[config.mk]
export PLATFORM = sky130hd
export DESIGN_NAME = vect_irq_ctrl
export DESIGN_NICKNAME = d
export VERILOG_FILES = /design/src/rtl/virq_pkg.sv /design/src/rtl/virq_pend.sv /design/src/rtl/virq_mask.sv /design/src/rtl/virq_arb.sv /design/src/rtl/vect_irq_ctrl.sv
export SDC_FILE = /design/constraint.sdc
export NUM_CORES = 1
export LEC_CHECK = 0
export ABC_AREA = 0
export BUFFER_PORTS_ARGS = -buffer_cell sky130_fd_sc_hd__buf_4
export CORE_UTILIZATION = 29
export DETAILED_ROUTE_END_ITERATION = 16
export PLACE_DENSITY = 0.47
export SKIP_CTS_REPAIR_TIMING = 1
export SLEW_MARGIN = 15
export SYNTH_ARGS = -nofsm -noshare
export SYNTH_HDL_FRONTEND = slang
export SYNTH_HIERARCHICAL = 1
export SYNTH_SLANG_ARGS = --single-unit
[constraint.sdc]
create_clock -name clk -period 5.2 [get_ports clk]
set_input_delay 0.78 -clock clk [delete_from_list [all_inputs] [get_ports clk]]
set_output_delay 0.78 -clock clk [all_outputs]
set_load 0.02 [all_outputs]
[src/rtl/virq_pkg.sv]
package virq_pkg;
  typedef enum logic [1:0] {
    GIE_KEEP = 2'd0,
    GIE_ON   = 2'd1,
    GIE_OFF  = 2'd2
  } gie_act_e;

  // acknowledge beats explicit clear, clear beats set/return
  function automatic gie_act_e gie_decide(input logic ack, input logic clr,
                                          input logic set);
    if (ack || clr) return GIE_OFF;
    if (set)        return GIE_ON;
    return GIE_KEEP;
  endfunction
endpackage

[src/rtl/virq_pend.sv]
module virq_pend #(
  parameter int unsigned N_SRC = 16
) (
  input  logic             clk,
  input  logic             rst_n,
  input  logic [N_SRC-1:0] evt,
  input  logic [N_SRC-1:0] clr_oh,
  output logic [N_SRC-1:0] pend_q
);
  for (genvar k = 0; k < N_SRC; k++) begin : g_flag
    always_ff @(posedge clk) begin
      if (!rst_n)        pend_q[k] <= 1'b0;
      else if (evt[k])   pend_q[k] <= 1'b1;
      else if (clr_oh[k]) pend_q[k] <= 1'b0;
    end
  end

  AST_PEND_KEPT: assert property (@(posedge clk) disable iff (!rst_n)
    1'b1 |=> ((pend_q & $past(pend_q & ~clr_oh)) == $past(pend_q & ~clr_oh)));
endmodule

[src/rtl/virq_mask.sv]
module virq_mask #(
  parameter int unsigned N_SRC = 16
) (
  input  logic             clk,
  input  logic             rst_n,
  input  logic             en_wr,
  input  logic [N_SRC-1:0] en_wdata,
  input  logic             ack,
  input  logic             gie_set,
  input  logic             gie_clr,
  input  logic             reti,
  output logic [N_SRC-1:0] en_q,
  output logic             gie_q
);
  import virq_pkg::*;

  gie_act_e act;

  always_comb act = gie_decide(ack, gie_clr, gie_set | reti);

  always_ff @(posedge clk) begin
    if (!rst_n) begin
      en_q  <= '0;
      gie_q <= 1'b0;
    end else begin
      if (en_wr) en_q <= en_wdata;
      case (act)
        GIE_ON:  gie_q <= 1'b1;
        GIE_OFF: gie_q <= 1'b0;
        default: gie_q <= gie_q;
      endcase
    end
  end

  AST_EN_WRITE: assert property (@(posedge clk) disable iff (!rst_n)
    en_wr |=> (en_q == $past(en_wdata)));
  AST_CLR_WINS: assert property (@(posedge clk) disable iff (!rst_n)
    gie_clr |=> !gie_q);
endmodule

[src/rtl/virq_arb.sv]
module virq_arb #(
  parameter int unsigned N_SRC = 16,
  parameter int unsigned VEC_W = $clog2(N_SRC + 1)
) (
  input  logic             clk,
  input  logic             rst_n,
  input  logic [N_SRC-1:0] req,
  input  logic [N_SRC-1:0] hdl_ok,
  output logic             valid,
  output logic [N_SRC-1:0] grant_oh,
  output logic [VEC_W-1:0] vector
);
  localparam int unsigned IDX_W = (N_SRC > 1) ? $clog2(N_SRC) : 1;

  logic [IDX_W-1:0] idx;

  always_comb begin
    idx = '0;
    for (int i = N_SRC - 1; i >= 0; i--) begin
      if (req[i]) idx = i[IDX_W-1:0];
    end
    grant_oh = req & (~req + 1'b1);
    valid    = |req;
    if (valid && hdl_ok[idx]) vector = VEC_W'(idx) + VEC_W'(1);
    else                      vector = '0;
  end

  AST_ONE_GRANT: assert property (@(posedge clk) disable iff (!rst_n)
    valid |-> ($onehot(grant_oh) && ((grant_oh & req) == grant_oh)));
  AST_NOHDL_RESET_VEC: assert property (@(posedge clk) disable iff (!rst_n)
    (valid && ((grant_oh & ~hdl_ok) != '0)) |-> (vector == '0));
endmodule

[src/rtl/vect_irq_ctrl.sv]
module vect_irq_ctrl #(
  parameter int unsigned N_SRC = 16,
  parameter int unsigned VEC_W = $clog2(N_SRC + 1)
) (
  input  logic             clk,
  input  logic             rst_n,
  input  logic [N_SRC-1:0] src_evt,
  input  logic             en_wr,
  input  logic [N_SRC-1:0] en_wdata,
  input  logic [N_SRC-1:0] hdl_ok,
  input  logic             gie_set,
  input  logic             gie_clr,
  input  logic             reti,
  output logic             irq_valid,
  input  logic             irq_ready,
  output logic [VEC_W-1:0] irq_vector,
  output logic             gie_q
);
  logic [N_SRC-1:0] pend_q;
  logic [N_SRC-1:0] en_q;
  logic [N_SRC-1:0] req;
  logic [N_SRC-1:0] grant_oh;
  logic [N_SRC-1:0] clr_oh;
  logic             ack;

  assign req    = pend_q & en_q & {N_SRC{gie_q}};
  assign ack    = irq_valid & irq_ready;
  assign clr_oh = grant_oh & {N_SRC{ack}};

  virq_pend #(.N_SRC(N_SRC)) u_pend (
    .clk(clk), .rst_n(rst_n), .evt(src_evt), .clr_oh(clr_oh), .pend_q(pend_q)
  );

  virq_mask #(.N_SRC(N_SRC)) u_mask (
    .clk(clk), .rst_n(rst_n), .en_wr(en_wr), .en_wdata(en_wdata), .ack(ack),
    .gie_set(gie_set), .gie_clr(gie_clr), .reti(reti),
    .en_q(en_q), .gie_q(gie_q)
  );

  virq_arb #(.N_SRC(N_SRC), .VEC_W(VEC_W)) u_arb (
    .clk(clk), .rst_n(rst_n), .req(req), .hdl_ok(hdl_ok),
    .valid(irq_valid), .grant_oh(grant_oh), .vector(irq_vector)
  );

  AST_VALID_NEEDS_GIE: assert property (@(posedge clk) disable iff (!rst_n)
    irq_valid |-> gie_q);
  AST_ACK_DROPS_GIE: assert property (@(posedge clk) disable iff (!rst_n)
    (irq_valid && irq_ready) |=> !gie_q);
  AST_ACK_ONE_CLEAR: assert property (@(posedge clk) disable iff (!rst_n)
    (irq_valid && irq_ready) |-> ($countones(clr_oh) == 1));
endmodule

==> summary by stage <==
Status
The flow ran to the end, and the final reports show no timing, DRC or antenna violations.

Timing
Adding up every negative setup slack in the final design gives 0 ns. For the finished layout, the period the worst path requires is 4.05 ns. Across the routed clock network, the largest skew measured is 0.00453 ns.

In this run the tightest slew margin relative to its limit is 52.5%. The final hold violation count is 0. The final max-slew violation count came to 0. The number of failing setup endpoints in the final timing report is 0.

Timing would allow up to 247 MHz. The final worst hold slack is around 0.52 ns. For the pin with the worst max-slew slack, the measured transition is 0.707 ns. The final critical path takes up between 70% and 80% of the cycle. Setup repair after global routing left no endpoint under its margin.

Critical path
The type of element capturing the critical path is a primary output. For the worst flop-to-flop path, the logic depth is 5. Data arrives at the worst endpoint at 3.27 ns. The worst setup path is launched from a flop. The kind of critical path is flop to primary output.

The largest fanout on the critical path is 18. The data required time at the worst endpoint is 4.42 ns.

GRT
In this run the most used layer during global routing was met2. The remaining global-route overflow is 0. The initial antenna violation count is 0.

In the global route stage, met2 resource usage came out at ~25%. Entering global routing, the biggest net connects 34 pins. For met3 alone, demand over resource in global routing was 2.71%. The global-route wire length before repair is 8910 um.

Global routing consumed, on the met1 layer, 19.9% of the routing resources. Global routing used 14.9% of the available tracks across all layers. The via count of the first global-routing pass is 1858.

Synthesis
The cell count after synthesis is ~240. The share of the yosys chip area belonging to registers is 30.6%. The count of unique library cells instantiated by Yosys is 42. Each instance of the synthesized netlist takes up on average 8.90 sq um. Synthesis inferred 33 register bits. In the synthesized netlist the async set-or-reset flop fraction comes to 0%. In this run the cell area of the synthesized design comes to 2160 sq um. The predominant post-synthesis flop cell is sky130_fd_sc_hd__dfxtp_1. Yosys mapped a number of flops with a built-in enable equal to 0. The total number of yosys warnings is 6.

Synthesis produced a netlist with a net count of around 300.

Floorplan
The initial cell density of the core is 30.0%. The number of top-level pins is a little over 60. The core region is 7210 sq um. The width of the chip is between 80 and 90 um. The height of the chip is 88.3 um. The die footprint is 7800 sq um. The number of standard-cell rows in the floorplan is 31.

Clock network
The clock tree synthesis step divided the H-tree into 2 levels. Clock tree synthesis found a total of 33 sinks. The clock transition time at the flip-flop clock pins of the worst setup and hold paths is 0.07 ns. The deepest clock path buffer count is 2. The clock tree from TritonCTS is yes. Counting the buffers created by CTS gives 5. The later pin in the worst-skew pair is clocked with a latency of about 0.28 ns. CTS placed an instance of sky130_fd_sc_hd__clkbuf_8 at the clock tree root.

Placement
After detailed placement, the design holds a cell count of 392. The port buffer count is 61. The wire-length estimate of the detail-placed layout is 4180 um. The congestion estimate from routability-driven global placement came to about 0.8.

Power and ir drop
The overall power of the completed layout is 0.635 mW. VDD sags by at most 108 uV. The total power divided by cell area is between 200 and 250 nW/um^2. For this design the static power due to leakage is 1.29 nW.

Job
The max-capacitance violation count is 0.

Cells and area
At the end of the flow, the number of nets in the layout was 356. The number of filler cells placed in the layout is 811. In the final layout, the share of cells above drive strength 1 is 29.0%. Compared with the post-synthesis result, the final layout area differs by 26.7%. For this run, the share of the core covered by cells in the final layout is 38.0%.

The non-filler instance count after layout is 399. The repair_antennas step left the layout with diodes totalling 0.

Routing
The routed via count is around 1900. The detail route stage leaves a number of antenna-violating nets equal to 0. The routed design has 5410 um of wire.

For this run, design rule violations remaining after detail routing come to 0. The final routed wire length divided by cell count is 13.5 um. The number of detailed-routing iterations run before antenna repair is 6.

The via density per instance is 4.75. The detailed router finished its first iteration with 94 violations.

Worst hold path
The kind of path behind the tightest hold check is flop to flop. The worst hold path cell count is 2.
worst max-delay path, stage by stage, from the launching register on:
cell,delay (ns)
sky130_fd_sc_hd__dfxtp_1,0.62
sky130_fd_sc_hd__and3_1,0.33
sky130_fd_sc_hd__nor2_1,0.05
sky130_fd_sc_hd__o311ai_0,0.39
sky130_fd_sc_hd__a41oi_2,0.34
sky130_fd_sc_hd__o32a_1,0.46
sky130_fd_sc_hd__a2111oi_4,0.50
sky130_fd_sc_hd__nor3_1,0.11
sky130_fd_sc_hd__buf_4,0.17
synth_stat cells, types with 5 or more instances:
library cell	number	area [sq um]
sky130_fd_sc_hd__and2_1	5	31.3
sky130_fd_sc_hd__and3_1	28	175
sky130_fd_sc_hd__and3_2	7	52.6
sky130_fd_sc_hd__dfxtp_1	33	661
sky130_fd_sc_hd__inv_1	8	30.0
sky130_fd_sc_hd__mux2i_1	16	160
sky130_fd_sc_hd__nand2_1	9	33.8
sky130_fd_sc_hd__nand3_1	5	25.0
sky130_fd_sc_hd__nor2_1	9	33.8
sky130_fd_sc_hd__nor2b_1	33	206
sky130_fd_sc_hd__nor3_1	5	25.0
sky130_fd_sc_hd__nor4_1	9	56.3
sky130_fd_sc_hd__o21a_1	18	135
report_power, final:
group	total (mW)	switching, mW	internal (mW)
sequential	0.279	0.00947	0.270
combinational	0.123	0.0578	0.0657
clock	0.233	0.0934	0.139
cell usage in the layout (no fill, tap or decap), types with 2 or more instances in the layout:
cell type / netlist / final
sky130_fd_sc_hd__a2111oi_4: 2 / 2
sky130_fd_sc_hd__a211oi_1: 4 / 4
sky130_fd_sc_hd__a211oi_2: 2 / 2
sky130_fd_sc_hd__a21boi_0: 4 / 4
sky130_fd_sc_hd__a21oi_1: 2 / 2
sky130_fd_sc_hd__and2_1: 5 / 5
sky130_fd_sc_hd__and2_2: 2 / 2
sky130_fd_sc_hd__and3_1: 28 / 28
sky130_fd_sc_hd__and3_2: 7 / 7
sky130_fd_sc_hd__buf_4: 4 / 62
sky130_fd_sc_hd__clkbuf_8: 0 / 5
sky130_fd_sc_hd__dfxtp_1: 33 / 33
sky130_fd_sc_hd__inv_1: 8 / 8
sky130_fd_sc_hd__mux2i_1: 16 / 16
sky130_fd_sc_hd__nand2_1: 9 / 9
sky130_fd_sc_hd__nand2b_1: 4 / 4
sky130_fd_sc_hd__nand3_1: 5 / 5
sky130_fd_sc_hd__nor2_1: 9 / 9
sky130_fd_sc_hd__nor2b_1: 33 / 33
sky130_fd_sc_hd__nor3_1: 5 / 5
sky130_fd_sc_hd__nor4_1: 9 / 9
sky130_fd_sc_hd__nor4b_1: 4 / 4
sky130_fd_sc_hd__o211ai_1: 3 / 3
sky130_fd_sc_hd__o21a_1: 18 / 18
sky130_fd_sc_hd__o21ai_0: 4 / 4
sky130_fd_sc_hd__o21ai_1: 2 / 2
routing by layer:
metal  wire (um)  vias up
met1        2650      851
met2        2540       41
met5           0        -
met3         172        5
li1            -      999
met4          49        0
layout make-up:
class | count | area [sq um] | share of cell area, %
Clock buffer | 5 | 68.8 | 2.51
Clock inverter | 2 | 35.0 | 1.28
Inverter | 8 | 30.0 | 1.10
Multi-Input combinational cell | 190 | 1360 | 49.5
Sequential cell | 33 | 661 | 24.1
Tap cell | 99 | 124 | 4.52
Timing Repair Buffer | 62 | 465 | 17.0
stage by stage:
step / cell area (sq um) / setup slack (ns)
final: 2740 / 1.15
after global placement: 2640 / 1.42
after global routing: 2740 / 0.879
after CTS: 2740 / 1.08
after floorplan: 2160 / 1.55
after detailed placement: 2640 / 1.41
path summary, 6_finish.rpt:
check,endpoint,start,slack [ns]
worst max-delay path,irq_vector[2],u_mask/gie_q,1.15
worst min-delay path,u_mask/en_q[6],u_mask/en_q[6],0.52
worst max register to register,u_mask/gie_q,u_mask/gie_q,2.23
worst min register to register,u_mask/en_q[6],u_mask/en_q[6],0.52
state kept, by name (all words and copies together) (netlist names):
register,count
u_mask/en_q,16
u_mask/gie_q,1
u_pend/pend_q,16
cell families after synthesis:
| family | share of synthesized area, % |
|---|---|
| AO/OA/AOI/OAI | 17.7 |
| flip-flops | 30.6 |
| XOR/XNOR | 0.405 |
| adder cells (fa/ha/maj) | 0.579 |
| AND/OR/NAND/NOR | 36.6 |
| buffers and inverters | 6.77 |
| multiplexers | 7.41 |
Power figures use the tool's default switching activity.
